--- src/rtl/hmb_pkg.sv ---
// Package: shared widths, field positions, selector codes and types for
// the host mailbox console. Assumes a 32-bit target bus and 64-bit words.
package hmb_pkg;

    localparam int BUS_W   = 32;
    localparam int WORD_W  = 2 * BUS_W;
    localparam int DEV_LSB = 56;
    localparam int CMD_LSB = 48;
    localparam int PAY_W   = 48;
    localparam int TAG_W   = WORD_W - PAY_W;
    localparam int CODE_W  = PAY_W - 1;

    localparam logic [7:0] DEV_SYS  = 8'h00;
    localparam logic [7:0] DEV_CON  = 8'h01;
    localparam logic [7:0] CMD_SYS_EXIT = 8'h00;
    localparam logic [7:0] CMD_CON_GET  = 8'h00;
    localparam logic [7:0] CMD_CON_PUT  = 8'h01;

    localparam logic [PAY_W-1:0] CON_TAG = PAY_W'(12'h100);

    // Action chosen for a committed request
    typedef enum logic [1:0] {
        ACT_NONE   = 2'd0,
        ACT_EXIT   = 2'd1,
        ACT_PUTC   = 2'd2,
        ACT_GETREQ = 2'd3
    } act_e;

    // One bit per addressable 32-bit half
    typedef struct packed {
        logic th_hi;
        logic th_lo;
        logic fh_hi;
        logic fh_lo;
    } sel_t;

endpackage

--- src/rtl/hmb_addr_map.sv ---
// Module: address decode and read multiplexer for the four register halves.
// Assumes byte addressing and that the two bases are distinct and 8-byte
// aligned; every other address decodes to nothing and reads zero.
module hmb_addr_map
    import hmb_pkg::*;
#(
    parameter int ADDR_W  = 4,
    parameter int FH_BASE = 0,
    parameter int TH_BASE = 8
) (
    input  logic [ADDR_W-1:0] bus_addr,
    input  logic [WORD_W-1:0] tohost,
    input  logic [WORD_W-1:0] fromhost,
    output sel_t              sel,
    output logic [BUS_W-1:0]  rdata
);

    localparam int NHALF = 4;

    logic [NHALF-1:0]           hit;
    logic [NHALF-1:0][BUS_W-1:0] half_val;

    // Byte offset of half h: 0 fh_lo, 1 fh_hi, 2 th_lo, 3 th_hi
    function automatic int half_ofs(input int h);
        return ((h < 2) ? FH_BASE : TH_BASE) + 4 * (h % 2);
    endfunction

    assign half_val[0] = fromhost[BUS_W-1:0];
    assign half_val[1] = fromhost[WORD_W-1:BUS_W];
    assign half_val[2] = tohost[BUS_W-1:0];
    assign half_val[3] = tohost[WORD_W-1:BUS_W];

    // One address comparator per half
    for (genvar h = 0; h < NHALF; h++) begin : g_cmp
        assign hit[h] = (bus_addr == ADDR_W'(half_ofs(h)));
    end

    assign sel = '{th_hi: hit[3], th_lo: hit[2], fh_hi: hit[1], fh_lo: hit[0]};

    // Read multiplexer: zero when no half matches
    always_comb begin
        rdata = '0;
        for (int h = 0; h < NHALF; h++) begin
            if (hit[h]) rdata = half_val[h];
        end
    end

endmodule

--- src/rtl/hmb_cmd_exec.sv ---
// Module: combinational request decoder. Splits a committed 64-bit request
// into device, command and payload, picks the action and forms the 48-bit
// response and the strobe data. Assumes the request is stable while used.
module hmb_cmd_exec
    import hmb_pkg::*;
(
    input  logic [WORD_W-1:0] req,
    output act_e              act,
    output logic [PAY_W-1:0]  resp,
    output logic [7:0]        put_byte,
    output logic [CODE_W-1:0] code
);

    logic [7:0]       dev;
    logic [7:0]       cmd;
    logic [PAY_W-1:0] pay;

    assign dev = req[WORD_W-1:DEV_LSB];
    assign cmd = req[DEV_LSB-1:CMD_LSB];
    assign pay = req[PAY_W-1:0];

    assign put_byte = pay[7:0];
    assign code     = pay[PAY_W-1:1];

    // Action selection and response word
    always_comb begin
        act  = ACT_NONE;
        resp = '0;
        if (dev == DEV_SYS && cmd == CMD_SYS_EXIT && pay[0]) begin
            act = ACT_EXIT;
        end else if (dev == DEV_CON && cmd == CMD_CON_PUT) begin
            act  = ACT_PUTC;
            resp = CON_TAG | PAY_W'(pay[7:0]);
        end else if (dev == DEV_CON && cmd == CMD_CON_GET) begin
            act = ACT_GETREQ;
        end
    end

endmodule

--- src/rtl/hmb_console_top.sv ---
// Module: host mailbox console top. Holds the to-host and from-host words,
// the pending console read, the low-word accept flag and the from-host
// partial-write flag. Every state change takes one clock edge; reads are
// combinational. Assumes at most one bus write per cycle and no
// backpressure on the console output or exit strobes.
module hmb_console_top
    import hmb_pkg::*;
#(
    parameter int ADDR_W  = 4,
    parameter int FH_BASE = 0,
    parameter int TH_BASE = 8
) (
    input  logic              clk,
    input  logic              rst_n,
    input  logic              bus_we,
    input  logic [ADDR_W-1:0] bus_addr,
    input  logic [31:0]       bus_wdata,
    output logic [31:0]       bus_rdata,
    input  logic              con_rx_valid,
    input  logic [7:0]        con_rx_byte,
    output logic              con_tx_valid,
    output logic [7:0]        con_tx_byte,
    output logic              exit_valid,
    output logic [46:0]       exit_code,
    output logic              fromhost_busy
);

    logic [WORD_W-1:0] tohost_q,  tohost_d;
    logic [WORD_W-1:0] fromhost_q, fromhost_d;
    logic [WORD_W-1:0] pend_q,    pend_d;
    logic              allow_q,   allow_d;
    logic              busy_q,    busy_d;
    logic              tx_v_q,    tx_v_d;
    logic [7:0]        tx_b_q,    tx_b_d;
    logic              ex_v_q,    ex_v_d;
    logic [CODE_W-1:0] ex_c_q,    ex_c_d;

    sel_t              sel;
    logic              wr_th_lo, wr_th_hi, wr_fh_lo, wr_fh_hi;
    logic              commit;
    logic [WORD_W-1:0] req_word;
    act_e              act;
    logic [PAY_W-1:0]  resp;
    logic [7:0]        put_byte;
    logic [CODE_W-1:0] code;

    hmb_addr_map #(
        .ADDR_W  (ADDR_W),
        .FH_BASE (FH_BASE),
        .TH_BASE (TH_BASE)
    ) u_map (
        .bus_addr (bus_addr),
        .tohost   (tohost_q),
        .fromhost (fromhost_q),
        .sel      (sel),
        .rdata    (bus_rdata)
    );

    assign wr_th_lo = bus_we & sel.th_lo;
    assign wr_th_hi = bus_we & sel.th_hi;
    assign wr_fh_lo = bus_we & sel.fh_lo;
    assign wr_fh_hi = bus_we & sel.fh_hi;

    // Full request as it stands once the high word is merged in
    assign req_word = {tohost_q[WORD_W-1:BUS_W] | bus_wdata, tohost_q[BUS_W-1:0]};
    assign commit   = wr_th_hi & allow_q;

    hmb_cmd_exec u_exec (
        .req      (req_word),
        .act      (act),
        .resp     (resp),
        .put_byte (put_byte),
        .code     (code)
    );

    // Next-state logic for the mailbox words, flags and strobes
    always_comb begin
        tohost_d   = tohost_q;
        fromhost_d = fromhost_q;
        pend_d     = pend_q;
        allow_d    = allow_q;
        busy_d     = busy_q;
        tx_v_d     = 1'b0;
        tx_b_d     = tx_b_q;
        ex_v_d     = 1'b0;
        ex_c_d     = ex_c_q;

        if (con_rx_valid) begin
            fromhost_d = {pend_q[WORD_W-1:PAY_W], CON_TAG | PAY_W'(con_rx_byte)};
        end

        if (wr_th_lo) begin
            if (tohost_q == '0) begin
                allow_d  = 1'b1;
                tohost_d = WORD_W'(bus_wdata);
            end else begin
                allow_d  = 1'b0;
            end
        end

        if (commit) begin
            tohost_d = '0;
            unique case (act)
                ACT_GETREQ: pend_d = req_word;
                ACT_PUTC: begin
                    tx_v_d = 1'b1;
                    tx_b_d = put_byte;
                end
                ACT_EXIT: begin
                    ex_v_d = 1'b1;
                    ex_c_d = code;
                end
                default: ;
            endcase
            if (act != ACT_GETREQ) begin
                fromhost_d = {req_word[WORD_W-1:PAY_W], resp};
            end
        end

        if (wr_fh_lo) begin
            fromhost_d = WORD_W'(bus_wdata);
            busy_d     = 1'b1;
        end else if (wr_fh_hi) begin
            fromhost_d = {fromhost_q[WORD_W-1:BUS_W] | bus_wdata, fromhost_q[BUS_W-1:0]};
            busy_d     = 1'b0;
        end
    end

    // State registers with synchronous active-low reset
    always_ff @(posedge clk) begin
        if (!rst_n) begin
            tohost_q   <= '0;
            fromhost_q <= '0;
            pend_q     <= '0;
            allow_q    <= 1'b0;
            busy_q     <= 1'b0;
            tx_v_q     <= 1'b0;
            tx_b_q     <= '0;
            ex_v_q     <= 1'b0;
            ex_c_q     <= '0;
        end else begin
            tohost_q   <= tohost_d;
            fromhost_q <= fromhost_d;
            pend_q     <= pend_d;
            allow_q    <= allow_d;
            busy_q     <= busy_d;
            tx_v_q     <= tx_v_d;
            tx_b_q     <= tx_b_d;
            ex_v_q     <= ex_v_d;
            ex_c_q     <= ex_c_d;
        end
    end

    assign con_tx_valid  = tx_v_q;
    assign con_tx_byte   = tx_b_q;
    assign exit_valid    = ex_v_q;
    assign exit_code     = ex_c_q;
    assign fromhost_busy = busy_q;

    AST_REJECT_KEEPS_TOHOST: assert property (@(posedge clk) disable iff (!rst_n)
        (wr_th_lo && tohost_q != '0) |=> (tohost_q == $past(tohost_q))) else $error("AST_REJECT_KEEPS_TOHOST");

    AST_COMMIT_ACKS: assert property (@(posedge clk) disable iff (!rst_n)
        commit |=> (tohost_q == '0)) else $error("AST_COMMIT_ACKS");

    AST_TX_FROM_HIGH_WRITE: assert property (@(posedge clk) disable iff (!rst_n)
        con_tx_valid |-> $past(wr_th_hi)) else $error("AST_TX_FROM_HIGH_WRITE");

    AST_EXIT_FROM_HIGH_WRITE: assert property (@(posedge clk) disable iff (!rst_n)
        exit_valid |-> $past(wr_th_hi)) else $error("AST_EXIT_FROM_HIGH_WRITE");

    AST_RX_LOADS_FROMHOST: assert property (@(posedge clk) disable iff (!rst_n)
        (con_rx_valid && !commit && !wr_fh_lo && !wr_fh_hi)
        |=> (fromhost_q[PAY_W-1:0] == (CON_TAG | PAY_W'($past(con_rx_byte))))) else $error("AST_RX_LOADS_FROMHOST");

    AST_BUSY_ON_LOW_WRITE: assert property (@(posedge clk) disable iff (!rst_n)
        wr_fh_lo |=> fromhost_busy) else $error("AST_BUSY_ON_LOW_WRITE");

endmodule

--- config.mk ---
export PLATFORM = sky130hd
export DESIGN_NAME = hmb_console_top
export DESIGN_NICKNAME = d
export VERILOG_FILES = /design/src/rtl/hmb_pkg.sv /design/src/rtl/hmb_addr_map.sv /design/src/rtl/hmb_cmd_exec.sv /design/src/rtl/hmb_console_top.sv
export SDC_FILE = /design/constraint.sdc
export NUM_CORES = 1
export LEC_CHECK = 0
export CORE_ASPECT_RATIO = 0.9
export CORE_MARGIN = 4
export CORE_UTILIZATION = 25
export CTS_CLUSTER_DIAMETER = 80
export DETAILED_ROUTE_END_ITERATION = 12
export PLACE_DENSITY_LB_ADDON = 0.2
export SLEW_MARGIN = 20
export SYNTH_ARGS = -nofsm -noshare
export SYNTH_HDL_FRONTEND = slang
export SYNTH_SLANG_ARGS = --single-unit
export TNS_END_PERCENT = 1
--- constraint.sdc ---
create_clock -name clk -period 2.1 [get_ports clk]
set_input_delay 0.315 -clock clk [delete_from_list [all_inputs] [get_ports clk]]
set_output_delay 0.315 -clock clk [all_outputs]
set_load 0.05 [all_outputs]
; Word-level counts from Yosys, hierarchy flattened
; Index checks and enable logic that the tools add are counted.
[word_totals]
regBits = 219
out_inout_bits = 90
word_cells = 62
[op_classes]
eq_ne = 10
n_mux = 19
n_bitwise = 7
n_reduce_logical = 16
[ops]
columns = cell, count
row1 = $mux W64, 4
row2 = $mux W32, 5
row3 = $logic_not A64 Y1, 1
row4 = $or A32 B32 Y32, 1
row5 = $mux W9, 2
row6 = $eq A8 B1 Y1 const B, 2
row7 = $logic_not A8 Y1, 2
row8 = $reduce_and A2 Y1, 5
row9 = $eq A4 B4 Y1 const B, 2
row10 = $mux W2, 3
row11 = $and A1 B1 Y1, 5
row12 = $mux W1, 5
row13 = $eq A2 B2 Y1 const B, 2
row14 = $eq A4 B3 Y1 const B, 1
row15 = $logic_and A1 B1 Y1, 4
row16 = $logic_not A4 Y1, 1
row17 = $ne A2 B2 Y1 const B, 2
row18 = $reduce_or A2 Y1, 2
row19 = $eq A2 B1 Y1 const B, 1
row20 = $reduce_bool A2 Y1, 1
row21 = $not A1 Y1, 1

; Logic depth before layout (Yosys ltp)
[logic_depth]
ltp_word = 10
depth_mapped = 8

; Cells and area by module
; A second synthesis with hierarchy kept.
[unflattened]
cells_unflattened = 1005
area_unflattened_um2 = 8837.2
[modules_own_cells]
columns = module, instances, cells_per_inst, area_each_um2, seq_area_each_um2
row1 = hmb_console_top, 1, 771, 6982.9, 3423.3
row2 = hmb_addr_map, 1, 119, 1004.7, 0.0
row3 = hmb_cmd_exec, 1, 115, 849.6, 0.0

; Worst setup path before layout
; OpenSTA, ideal clock, no wires.
[synth_timing]
kind = input to output
from = input port bus_addr[2]
to = output port bus_rdata[24]
t_arrival_ps = 1845
slack_ps = -60
path_stages = 6
cell_sequence = buf_2 > buf_1 > mux2i_1 > nor2_1 > a21oi_1 > nor2_1
[synth_between]
elab_chain_cells = 5
elab_cells_between_ends = 8
cone_classes = eq/ne (3) / mux (4) / reduce/logical (1)
[synth_rtl]
columns = item, line
row1 = from (decl), hmb_console_top.sv:16  ; input logic [ADDR_W-1:0] bus_addr,
row2 = $logic_not A4 Y1, hmb_addr_map.sv:35  ; assign hit[h] = (bus_addr == ADDR_W'(half_ofs(h)));
row3 = $mux W32 (3 in series), hmb_addr_map.sv:44  ; if (hit[h]) rdata = half_val[h];
row4 = $mux W32 (*), hmb_addr_map.sv:44
row5 = to (decl), hmb_console_top.sv:18  ; output logic [31:0] bus_rdata,
; Mark *: on every way between the ends. The rest lies on a longest branch, timed or not.

; Final worst setup path
[layout_timing]
from = input port bus_we
to = register ex_c_q[2] (netlist: exit_code[2])
[layout_between]
elab_chain_cells = 3
[layout_rtl]
columns = item, line
row1 = from (decl), hmb_console_top.sv:15  ; input logic bus_we,
row2 = $and A1 B1 Y1, hmb_console_top.sv:60  ; assign wr_th_hi = bus_we & sel.th_hi;
row3 = $and A1 B1 Y1, hmb_console_top.sv:66  ; assign commit = wr_th_hi & allow_q;
row4 = $reduce_and A2 Y1 (no source line), -
row5 = to (signal assigned), hmb_console_top.sv:140  ; ex_c_q <= '0;
row6 = to (signal assigned), hmb_console_top.sv:150  ; ex_c_q <= ex_c_d;
row7 = to (decl), hmb_console_top.sv:36  ; logic [CODE_W-1:0] ex_c_q, ex_c_d;
; Every way passes these cells.
; A chain may end at the register's enable or synchronous reset.

==> run_results.csv <==
group,metric,value,unit
worst_setup_path,path_max_fanout,8,
status,outcome,"completed",
placed_design,place_ws,-0.6611,ns
global_route,grt_pass1_wl,41.64,mm
worst_hold_path,hold_class,"input pin to register",
cts,clkLatencyLatePin,0.42,ns
drt,dr.pass1.iters,5,
worst_setup_path,crit_required,2.45,ns
power_and_ir_drop,power.switching,1.763,mW
sta,setup_viol,0,
worst_setup_path,path_class,"input pin to register",
sta,post-route-min-period,2.049,ns
sta,setup_slack,0.05145,ns
yosys,synth_area,7305,µm²
yosys,syn_area_per_cell,8.533,µm²
finish,area.growth.synth_to_final,54.33,%
cts,clock_sinks,171,
floorplan,dieArea,32020,µm²
drt,drtIter0Drc,407,
finish,fin_util,39.06,%
sta,report.final.slew_viol_count,0,
finish,fillers,2967,
placed_design,gp_routability_congestion,0.7948,
yosys,synth_top_cells_by_count,"dfxtp_1, a21oi_1, nor2_1",
power_and_ir_drop,p_seq_share,44.4,%
yosys,ys_seq_elements,171,
floorplan,die_y,170.2,µm
global_route,overflow,0,
cts,cts_buffers,17,
drt,vias,6989,
floorplan,pin_count,138,
sta,fmax,488.2,MHz
floorplan,initial_utilization,25.31,%
worst_setup_path,crit_arrival,2.40,ns
cts,cts-root-buf,"clkbuf_16",
finish,finalInstanceArea,11270,µm²
floorplan,coreArea,28860,µm²
floorplan,rows,59,
placed_design,hpwl,18.87,mm
sta,finalHoldViolations,0,
worst_setup_path,cp-start-kind,"input pin",
cts,htree_levels,4,
power_and_ir_drop,swShare,23.71,%
yosys,synth_ff_type,"dfxtp_1",
power_and_ir_drop,power_density,659.6,nW/µm²
job,drv_cap,0,
placed_design,io_buffers,137,
sta,slew-limit-headroom,61.21,%
power_and_ir_drop,internal-power,5.673,mW
yosys,syn-num-nets,904,
global_route,grt_use_total,16.59,%
sta,period_share,97.55,%
worst_setup_path,cp-end-kind,"register",
yosys,synth-seq-area-share,46.87,%
yosys,synth_warnings,0,
power_and_ir_drop,p_clk_share,46.3,%
yosys,syn_inst,856,
power_and_ir_drop,ir_drop,0.0005489,V
global_route,grt_max_degree,35,
yosys,yosys.cell_count.top_type,"dfxtp_1",
yosys,synth_edf_count,0,
finish,drive_gt1_share,24.95,%
cts,cts_hold_buf,0,
sta,skew,0.01017,ns
drt,wl_per_cell,18.36,µm
power_and_ir_drop,p_comb_share,9.3,%
sta,setup_tns,0,ns
yosys,synth_top_area_share,46.87,%
placed_design,placed_cells,1441,
yosys,yosysUniqueCellTypes,42,
power_and_ir_drop,power.leakage,4.194,nW
drt,drt_wl_total,27.23,mm
cts,clockBufferDepth,2,
finish,num-nets-final,1122,
finish,stdcell_count,1483,
global_route,antenna_found_initial,2,
cts,cts_tree,"done",
global_route,grt_pass1_vias,6931,
sta,worst_slew_pin_slew,0.5801,ns
drt,route.detailed.drc,0,
floorplan,die_w,188.2,µm
yosys,synth_top_area_cell,"dfxtp_1",
drt,ant_nets,0,
placed_design,post_dp_cell_area,10260,µm²
cts,cts.clk_slew.worst_paths,0.07,ns
yosys,ys_async_sr_fraction,0,%
drt,vias_per_cell,4.713,
yosys,synth_area_leaders,"dfxtp_1, a21oi_1, mux2i_1, nor2_1, nand2_1",
==> cells in the final DEF (no fill, tap or decap), types with 10 or more instances in the layout <==
cell type,synthesis,routed
nor2_2,1,20
a221oi_2,17,17
dfxtp_1,171,171
and2_1,16,16
a21oi_1,155,150
nor2_4,1,14
buf_12,0,50
buf_4,8,95
nor4_1,11,10
o21ai_0,13,13
nor3_1,13,12
or2_2,14,13
a22o_1,23,23
nor2_1,129,97
mux2i_1,63,63
clkbuf_16,0,18
nand2_1,127,127
clkdlybuf4s50_1,0,97
==> per-layer routing <==
metal / vias up / wire (µm) / track usage [%] / part of all wire, %
met5: - / 14 / 0 / 0.051
met4: 2 / 313 / 3.606 / 1.1
met3: 28 / 1546 / 4.389 / 5.7
met2: 172 / 11970 / 25.46 / 44
met1: 3372 / 13380 / 23.51 / 49
li1: 3415 / - / - / -
==> cell families (layout without fill, tap and decap cells) <==
family / Yosys count / in the layout / synth area share (%)
AND/OR/NAND/NOR: 336 / 336 / 21.02
other: 0 / 1 / 0
buffers and inverters: 65 / 295 / 4.317
multiplexers: 64 / 64 / 8.787
flip-flops: 171 / 171 / 46.87
AO/OA/AOI/OAI: 220 / 220 / 19.01
==> per-stage QoR <==
step	power (mW)	hold WS, ns
after global placement	4.024	0.4388
after floorplan	3.645	0.4239
after global routing	7.695	0.3518
after CTS	7.515	0.4519
after detailed placement	4.024	0.4407
final	7.436	0.3480
==> registers in the layout (all words and copies together), names as in the netlist <==
| signal | count |
|---|---|
| fromhost_q | 64 |
| exit_code | 47 |
| tohost_q | 32 |
| pend_q | 16 |
| con_tx_byte | 8 |
| allow_q | 1 |
| con_tx_valid | 1 |
| exit_valid | 1 |
| fromhost_busy | 1 |
==> path summary, 6_finish.rpt <==
path	cells past startpoint	endpoint	slack, ns	from
setup / recovery	10	exit_code[2]$_SDFFE_PN0P_	0.05	bus_we
hold / removal	3	fromhost_q[29]$_SDFFE_PN0P_	0.35	bus_wdata[29]
hold reg to reg	2	exit_code[5]$_SDFFE_PN0P_	0.45	exit_code[5]$_SDFFE_PN0P_
setup reg to reg	6	tohost_q[29]$_SDFFE_PP0P_	0.27	tohost_q[1]$_SDFFE_PP0P_
==> area by class of cell <==
cell class	instances	area, µm²	share of cell area, %
clock inverter	10	163.9	1.454
multi-input combinational	620	3779	33.52
antenna	1	2.502	0.02220
timing repair buffer	260	2924	25.94
inverter	4	15.01	0.1332
clock buffer	21	470.5	4.173
sequential	171	3423	30.37
tap	396	495.5	4.395
==> critical path, stage by stage <==
cell,delay (ns)
clkdlybuf4s50_1,0.47
nor3b_2,0.21
nand4_1,0.19
buf_6,0.20
nor4_4,0.30
buf_4,0.18
buf_8,0.14
buf_12,0.14
nand2_1,0.08
a21oi_2,0.16
==> power groups by stage <==
stage	logic (mW)	registers (mW)	clock network [mW]
floorplan	0.277	3.37	0
global placement	0.652	3.37	0
detailed placement	0.652	3.37	0
CTS	0.694	3.30	3.52
global route	0.736	3.30	3.66
finish	0.691	3.30	3.45
==> repair_timing <==
action / in CTS / in global routing
endpoints found under the setup margin: 79 / 53
cloned: 1 / 1
pin swaps: 5 / 6
setup buffers: 3 / 5
gates resized for setup: 53 / 20
(Power assumes the default switching activity.)
